--- config.mk ---
export PLATFORM = sky130hd
export DESIGN_NAME = irq_router
export DESIGN_NICKNAME = d
export VERILOG_FILES = /design/src/rtl/irq_router_pkg.sv /design/src/rtl/irq_router_regs.sv /design/src/rtl/irq_router_fabric.sv /design/src/rtl/irq_router.sv
export SDC_FILE = /design/constraint.sdc
export NUM_CORES = 1
export LEC_CHECK = 0
export BUFFER_PORTS_ARGS = -buffer_cell sky130_fd_sc_hd__buf_2
export CAP_MARGIN = 5
export CORE_UTILIZATION = 30
export CTS_CLUSTER_DIAMETER = 200
export DETAILED_ROUTE_END_ITERATION = 8
export HOLD_SLACK_MARGIN = 0.15
export PLACE_DENSITY = 0.44
export SYNTH_ARGS = -nofsm -noshare
export SYNTH_HDL_FRONTEND = slang
export SYNTH_SLANG_ARGS = --single-unit
--- constraint.sdc ---
create_clock -name clk -period 1.8 [get_ports clk]
set_input_delay 0 -clock clk [delete_from_list [all_inputs] [get_ports clk]]
set_output_delay 0 -clock clk [all_outputs]
set_load 0.01 [all_outputs]
--- src/rtl/irq_router_pkg.sv ---
package irq_router_pkg;

  localparam int unsigned RT_FIELD_W = 4;

  // Reset routing table, computed per source index
  function automatic logic [RT_FIELD_W-1:0] rt_default(input int unsigned src);
    if (src <= 6)       return 4'd0;
    else if (src <= 8)  return 4'd1;
    else if (src <= 12) return 4'd2;
    else if (src <= 15) return 4'd3;
    else if (src <= 18) return 4'd4;
    else if (src <= 20) return 4'd5;
    else if (src <= 23) return 4'd6;
    else                return 4'd0;
  endfunction

endpackage

--- src/rtl/irq_router_regs.sv ---
module irq_router_regs
  import irq_router_pkg::*;
#(
  parameter int N_SRC  = 32,
  parameter int DATA_W = 32,
  parameter int ADDR_W = 4
) (
  input  logic                                clk,
  input  logic                                rst,
  input  logic [N_SRC-1:0]                    irq_src,
  input  logic                                bus_wr,
  input  logic                                bus_rd,
  input  logic [ADDR_W-1:0]                   bus_addr,
  input  logic [DATA_W-1:0]                   bus_wdata,
  output logic [DATA_W-1:0]                   bus_rdata,
  output logic [N_SRC-1:0][RT_FIELD_W-1:0]    route_q,
  output logic [N_SRC-1:0]                    enable_q
);

  localparam int FPR        = DATA_W / RT_FIELD_W;
  localparam int N_RT_REGS  = N_SRC / FPR;
  localparam int A_MASK     = N_RT_REGS;
  localparam int A_RAW      = N_RT_REGS + 1;
  localparam int A_MSKD     = N_RT_REGS + 2;

  logic [DATA_W-1:0] rd_mux;

  // Route fields, one generate slice per route register
  for (genvar r = 0; r < N_RT_REGS; r++) begin : g_rt
    for (genvar j = 0; j < FPR; j++) begin : g_fld
      always_ff @(posedge clk) begin
        if (rst)
          route_q[r*FPR+j] <= rt_default(r*FPR+j);
        else if (bus_wr && (int'(bus_addr) == r))
          route_q[r*FPR+j] <= bus_wdata[j*RT_FIELD_W +: RT_FIELD_W];
      end
    end
  end

  always_ff @(posedge clk) begin
    if (rst)
      enable_q <= '0;
    else if (bus_wr && (int'(bus_addr) == A_MASK))
      enable_q <= bus_wdata[N_SRC-1:0];
  end

  always_comb begin
    rd_mux = '0;
    if (int'(bus_addr) < N_RT_REGS) begin
      for (int j = 0; j < FPR; j++)
        rd_mux[j*RT_FIELD_W +: RT_FIELD_W] = route_q[int'(bus_addr)*FPR + j];
    end else if (int'(bus_addr) == A_MASK) begin
      rd_mux[N_SRC-1:0] = enable_q;
    end else if (int'(bus_addr) == A_RAW) begin
      rd_mux[N_SRC-1:0] = irq_src;
    end else if (int'(bus_addr) == A_MSKD) begin
      rd_mux[N_SRC-1:0] = irq_src & enable_q;
    end
  end

  always_ff @(posedge clk) begin
    if (rst)
      bus_rdata <= '0;
    else if (bus_rd)
      bus_rdata <= rd_mux;
  end

  assert_reset_default_R1: assert property (@(posedge clk)
    $fell(rst) |-> (route_q[0] == 4'd0 && route_q[8] == 4'd1 && route_q[12] == 4'd2 &&
                    route_q[15] == 4'd3 && route_q[16] == 4'd4 && route_q[20] == 4'd5 &&
                    route_q[23] == 4'd6 && route_q[N_SRC-1] == 4'd0));

  assert_mask_write_R6: assert property (@(posedge clk) disable iff (rst)
    (bus_wr && int'(bus_addr) == A_MASK) |=> (enable_q == $past(bus_wdata[N_SRC-1:0])));

  assert_raw_read_R7: assert property (@(posedge clk) disable iff (rst)
    (bus_rd && int'(bus_addr) == A_RAW) |=> (bus_rdata[N_SRC-1:0] == $past(irq_src)));

  assert_unmapped_zero_R9: assert property (@(posedge clk) disable iff (rst)
    (bus_rd && int'(bus_addr) > A_MSKD) |=> (bus_rdata == '0));

endmodule

--- src/rtl/irq_router_fabric.sv ---
module irq_router_fabric
  import irq_router_pkg::*;
#(
  parameter int N_SRC = 32,
  parameter int N_OUT = 7
) (
  input  logic                             clk,
  input  logic                             rst,
  input  logic [N_SRC-1:0]                 irq_src,
  input  logic [N_SRC-1:0]                 enable_q,
  input  logic [N_SRC-1:0][RT_FIELD_W-1:0] route_q,
  output logic [N_OUT-1:0]                 core_irq
);

  logic [N_SRC-1:0] live;
  logic [N_OUT-1:0] core_d;

  assign live = irq_src & enable_q;

  for (genvar k = 0; k < N_OUT; k++) begin : g_out
    logic [N_SRC-1:0] hit;
    for (genvar i = 0; i < N_SRC; i++) begin : g_src
      assign hit[i] = live[i] && (route_q[i] == RT_FIELD_W'(k));
    end
    assign core_d[k] = |hit;
  end

  always_ff @(posedge clk) begin
    if (rst) core_irq <= '0;
    else     core_irq <= core_d;
  end

  assert_closed_mask_quiet_R2: assert property (@(posedge clk) disable iff (rst)
    (enable_q == '0) |=> (core_irq == '0));

  assert_no_requests_quiet_R3: assert property (@(posedge clk) disable iff (rst)
    (irq_src == '0) |=> (core_irq == '0));

endmodule

--- src/rtl/irq_router.sv ---
module irq_router #(
  parameter int N_SRC  = 32,
  parameter int N_OUT  = 7,
  parameter int DATA_W = 32,
  parameter int ADDR_W = 4
) (
  input  logic              clk,
  input  logic              rst,
  input  logic [N_SRC-1:0]  irq_src,
  input  logic              bus_wr,
  input  logic              bus_rd,
  input  logic [ADDR_W-1:0] bus_addr,
  input  logic [DATA_W-1:0] bus_wdata,
  output logic [DATA_W-1:0] bus_rdata,
  output logic [N_OUT-1:0]  core_irq
);
  import irq_router_pkg::*;

  logic [N_SRC-1:0][RT_FIELD_W-1:0] route_q;
  logic [N_SRC-1:0]                 enable_q;

  irq_router_regs #(.N_SRC(N_SRC), .DATA_W(DATA_W), .ADDR_W(ADDR_W)) u_regs (
    .clk(clk), .rst(rst), .irq_src(irq_src),
    .bus_wr(bus_wr), .bus_rd(bus_rd), .bus_addr(bus_addr),
    .bus_wdata(bus_wdata), .bus_rdata(bus_rdata),
    .route_q(route_q), .enable_q(enable_q)
  );

  irq_router_fabric #(.N_SRC(N_SRC), .N_OUT(N_OUT)) u_fabric (
    .clk(clk), .rst(rst), .irq_src(irq_src),
    .enable_q(enable_q), .route_q(route_q), .core_irq(core_irq)
  );

endmodule

==> results.yml <==
status:
  status: "complete, but fails checks"
  violations: "setup timing"
clocking:
  clkLatencyLatePin_ns: 0.47
  ctsRootBufferMaster: "clkbuf_16"
  htree_levels: 4
  path_clk_slew_ns: 0.08
  cts.sinks: 199
  clockBufferDepth: 2
  cts_tree: "yes"
  cts_buffers: 17
drt:
  drc: 0
  routed_wirelength_um: 61150
  vias: 12600
  final_antenna_net_count: 0
  drt-initial-drc-count: 1354
  post_drt_wl_per_cell_um: 27.83
  vias_per_cell: 5.737
  drt-pass1-iter-count: 5
yosys:
  synthFlopType: "dfxtp_1"
  syn_area_per_cell_um2: 7.973
  synth.largest_area_cell: "dfxtp_1"
  synth_top_area_share_pct: 35.69
  synth_seq_cells: 199
  netlist_top_cells_area: "dfxtp_1 (36%), nand2_1 (12%), a21oi_1 (7.6%)"
  synth.top_cells.by_count: "nand2_1 (347), dfxtp_1 (199), a21oi_1 (170)"
  async_flop_share_pct: 0
  synth_edf_count: 0
  synth_cells: 1400
  ys_types: 67
  yosysMostFrequentCell: "nand2_1"
  synth-seq-area-share_pct: 35.69
  syn_nets: 1472
  ys_warn_count: 0
  synth_area_um2: 11160
worst_hold_path:
  min_path_type: "primary input to flip-flop"
timing:
  max_clock_freq_ghz: 0.5456
  slew_violations: 0
  finalCritPeriodShare_pct: 101.8
  final-setup-viol-count: 2
  fin_crit_ns: 1.833
  hold_slack_ns: 0.1832
  tightest_slew_ns: 0.7084
  rsz0062_at_grt: "yes"
  max_slew_margin_pct: 52.77
  hold_viol_final: 0
  finalWorstSetupSlack_ns: -0.03280
  skew_ns: 0.01425
placement:
  dp.cells: 2121
  io_buffers: 110
  dpl-instance-area_um2: 13910
  hpwl_um: 47140
  gp_congestion: 1.049
floorplanning:
  ios: 111
  die_h_um: 194.9
  fp.dieW_um: 194.9
  fp.coreArea_um2: 36610
  die_area_um2: 37980
  rows: 70
  initial_core_util_pct: 30.49
worst_setup_path:
  path_buf_inv: 1
  cpPeakStageDelay_ns: 0.46
  slowest_stage: "nor4_1"
  cp_data_required_time_ns: 2.14
  cp.arrival_ns: 2.17
  path_cells: "nor3b_2, nor4bb_1, buf_4, nor4_1, and4_1, a31oi_1"
  end_kind: "flip-flop"
  cp_max_fo: 4
  worst_path_dominant_cell_family: "simple AND/OR/NAND/NOR gates"
  path_class: "flip-flop to flip-flop"
  startpoint_type: "flip-flop"
global_routing:
  antenna_found_initial: 4
  grt_pass1_wl_um: 87500
  grt.total_usage_pct: 32.30
  grt_pass1_vias: 11960
  overflow: 0
  grt_start_max_net_pins: 59
finish:
  drive_gt1_share_pct: 28.28
  antenna_cells: 0
  final_area_um2: 15130
  n_fill_cell: 3765
  instances_no_fill: 2197
  fin_nets: 1788
  area_growth_pct: 35.59
power_and_ir_drop:
  ir_drop_mv: 0.7006
  pwr_density_cell_nw_per_um2: 661.2
  leakage_nw: 5.709
job:
  maxCapViolCount: 0
## sequential cells by signal, indices dropped and copies added, names as in the netlist
signal             flops
u_regs.route_q       128
u_regs.bus_rdata      32
u_regs.enable_q       32
u_fabric.core_irq      7
## layout by cell type (no fill, tap or decap), drive strengths merged, types with 15 or more instances in the layout
cell type    instances
nand3               26
buf                356
and4bb              15
nand3b              52
nand4b              17
a32o                18
nand2              347
nor3                22
dlygate4sd3         43
nor2b               29
a32oi               31
nand2b              41
clkbuf              20
inv                 22
dfxtp              199
a211oi              17
mux4                32
nor4                15
a22oi               23
nor3b               18
nor2                81
a21oi              170
## power breakdown
part | internal, mW | switching, mW | total, mW
combinational | 0.533 | 0.789 | 1.32
sequential | 4.48 | 0.0810 | 4.57
clock | 2.18 | 1.94 | 4.12
## layer usage
metal  track usage [%]  vias up  part of all wire [%]
met3             6.229       70                   7.7
met2             51.14      556                    45
met5                 0        -                 0.015
met4             8.778        2                   2.2
met1             44.58     6245                    45
li1                  -     5731                     -
## worst paths after layout
| kind | from | to | slack [ns] | depth (start not counted) |
|---|---|---|---|---|
| worst max-delay path | u_regs.enable_q[16] | u_fabric.core_irq[0] | -0.03 | 6 |
| worst min-delay path | irq_src[24] | u_regs.bus_rdata[24] | 0.18 | 4 |
| worst max register to register | u_regs.enable_q[16] | u_fabric.core_irq[0] | -0.03 | 6 |
| worst min register to register | u_regs.route_q[7] | u_regs.route_q[7] | 0.48 | 2 |
## repair_timing
item                                   in CTS  in global routing
pin swaps                                   3                 10
gates resized for setup                    17                 30
setup endpoints to repair                   7                  7
hold buffers                               43                  0
buffers inserted                            0                  2
endpoints found under the hold margin     197                  0
cloned                                      0                  0
## tightest hold or removal path, cell delays in order
cell,delay [ns]
buf_2,0.14
a32o_1,0.17
a22oi_1,0.08
a211oi_1,0.21
## kinds of logic after synthesis
family                 count (synthesis)  share of synthesized area, %
AND/OR/NAND/NOR                      732                         34.36
flip-flops                           199                         35.69
AO/OA/AOI/OAI                        315                         18.52
multiplexers                          32                         6.490
buffers and inverters                122                         4.943
## final cells by class
class                           instances  area (µm²)  area share (%)
Clock buffer                           20       466.7           3.084
Clock inverter                         12       141.4          0.9342
Tap cell                              468       585.6           3.869
Timing Repair Buffer                  399        3072           20.30
Sequential cell                       199        3998           26.41
Multi-Input combinational cell       1079        6797           44.91
Inverter                               20       75.07          0.4960
## stage by stage
step	setup TNS [ns]	total power, mW	util [%]	setup slack (ns)
3_5_place_dp	-0.4666	5.882	38.00	-0.1643
6_report	-0.03297	10.01	41.34	-0.03280
2_1_floorplan	0	5.186	-	0.1782
3_3_place_gp	-0.4326	5.880	38.00	-0.1786
5_1_grt	-0.02329	10.33	41.34	-0.02329
4_1_cts	-0.06745	10.04	41.03	-0.05894
Power figures use the tool's default switching activity.
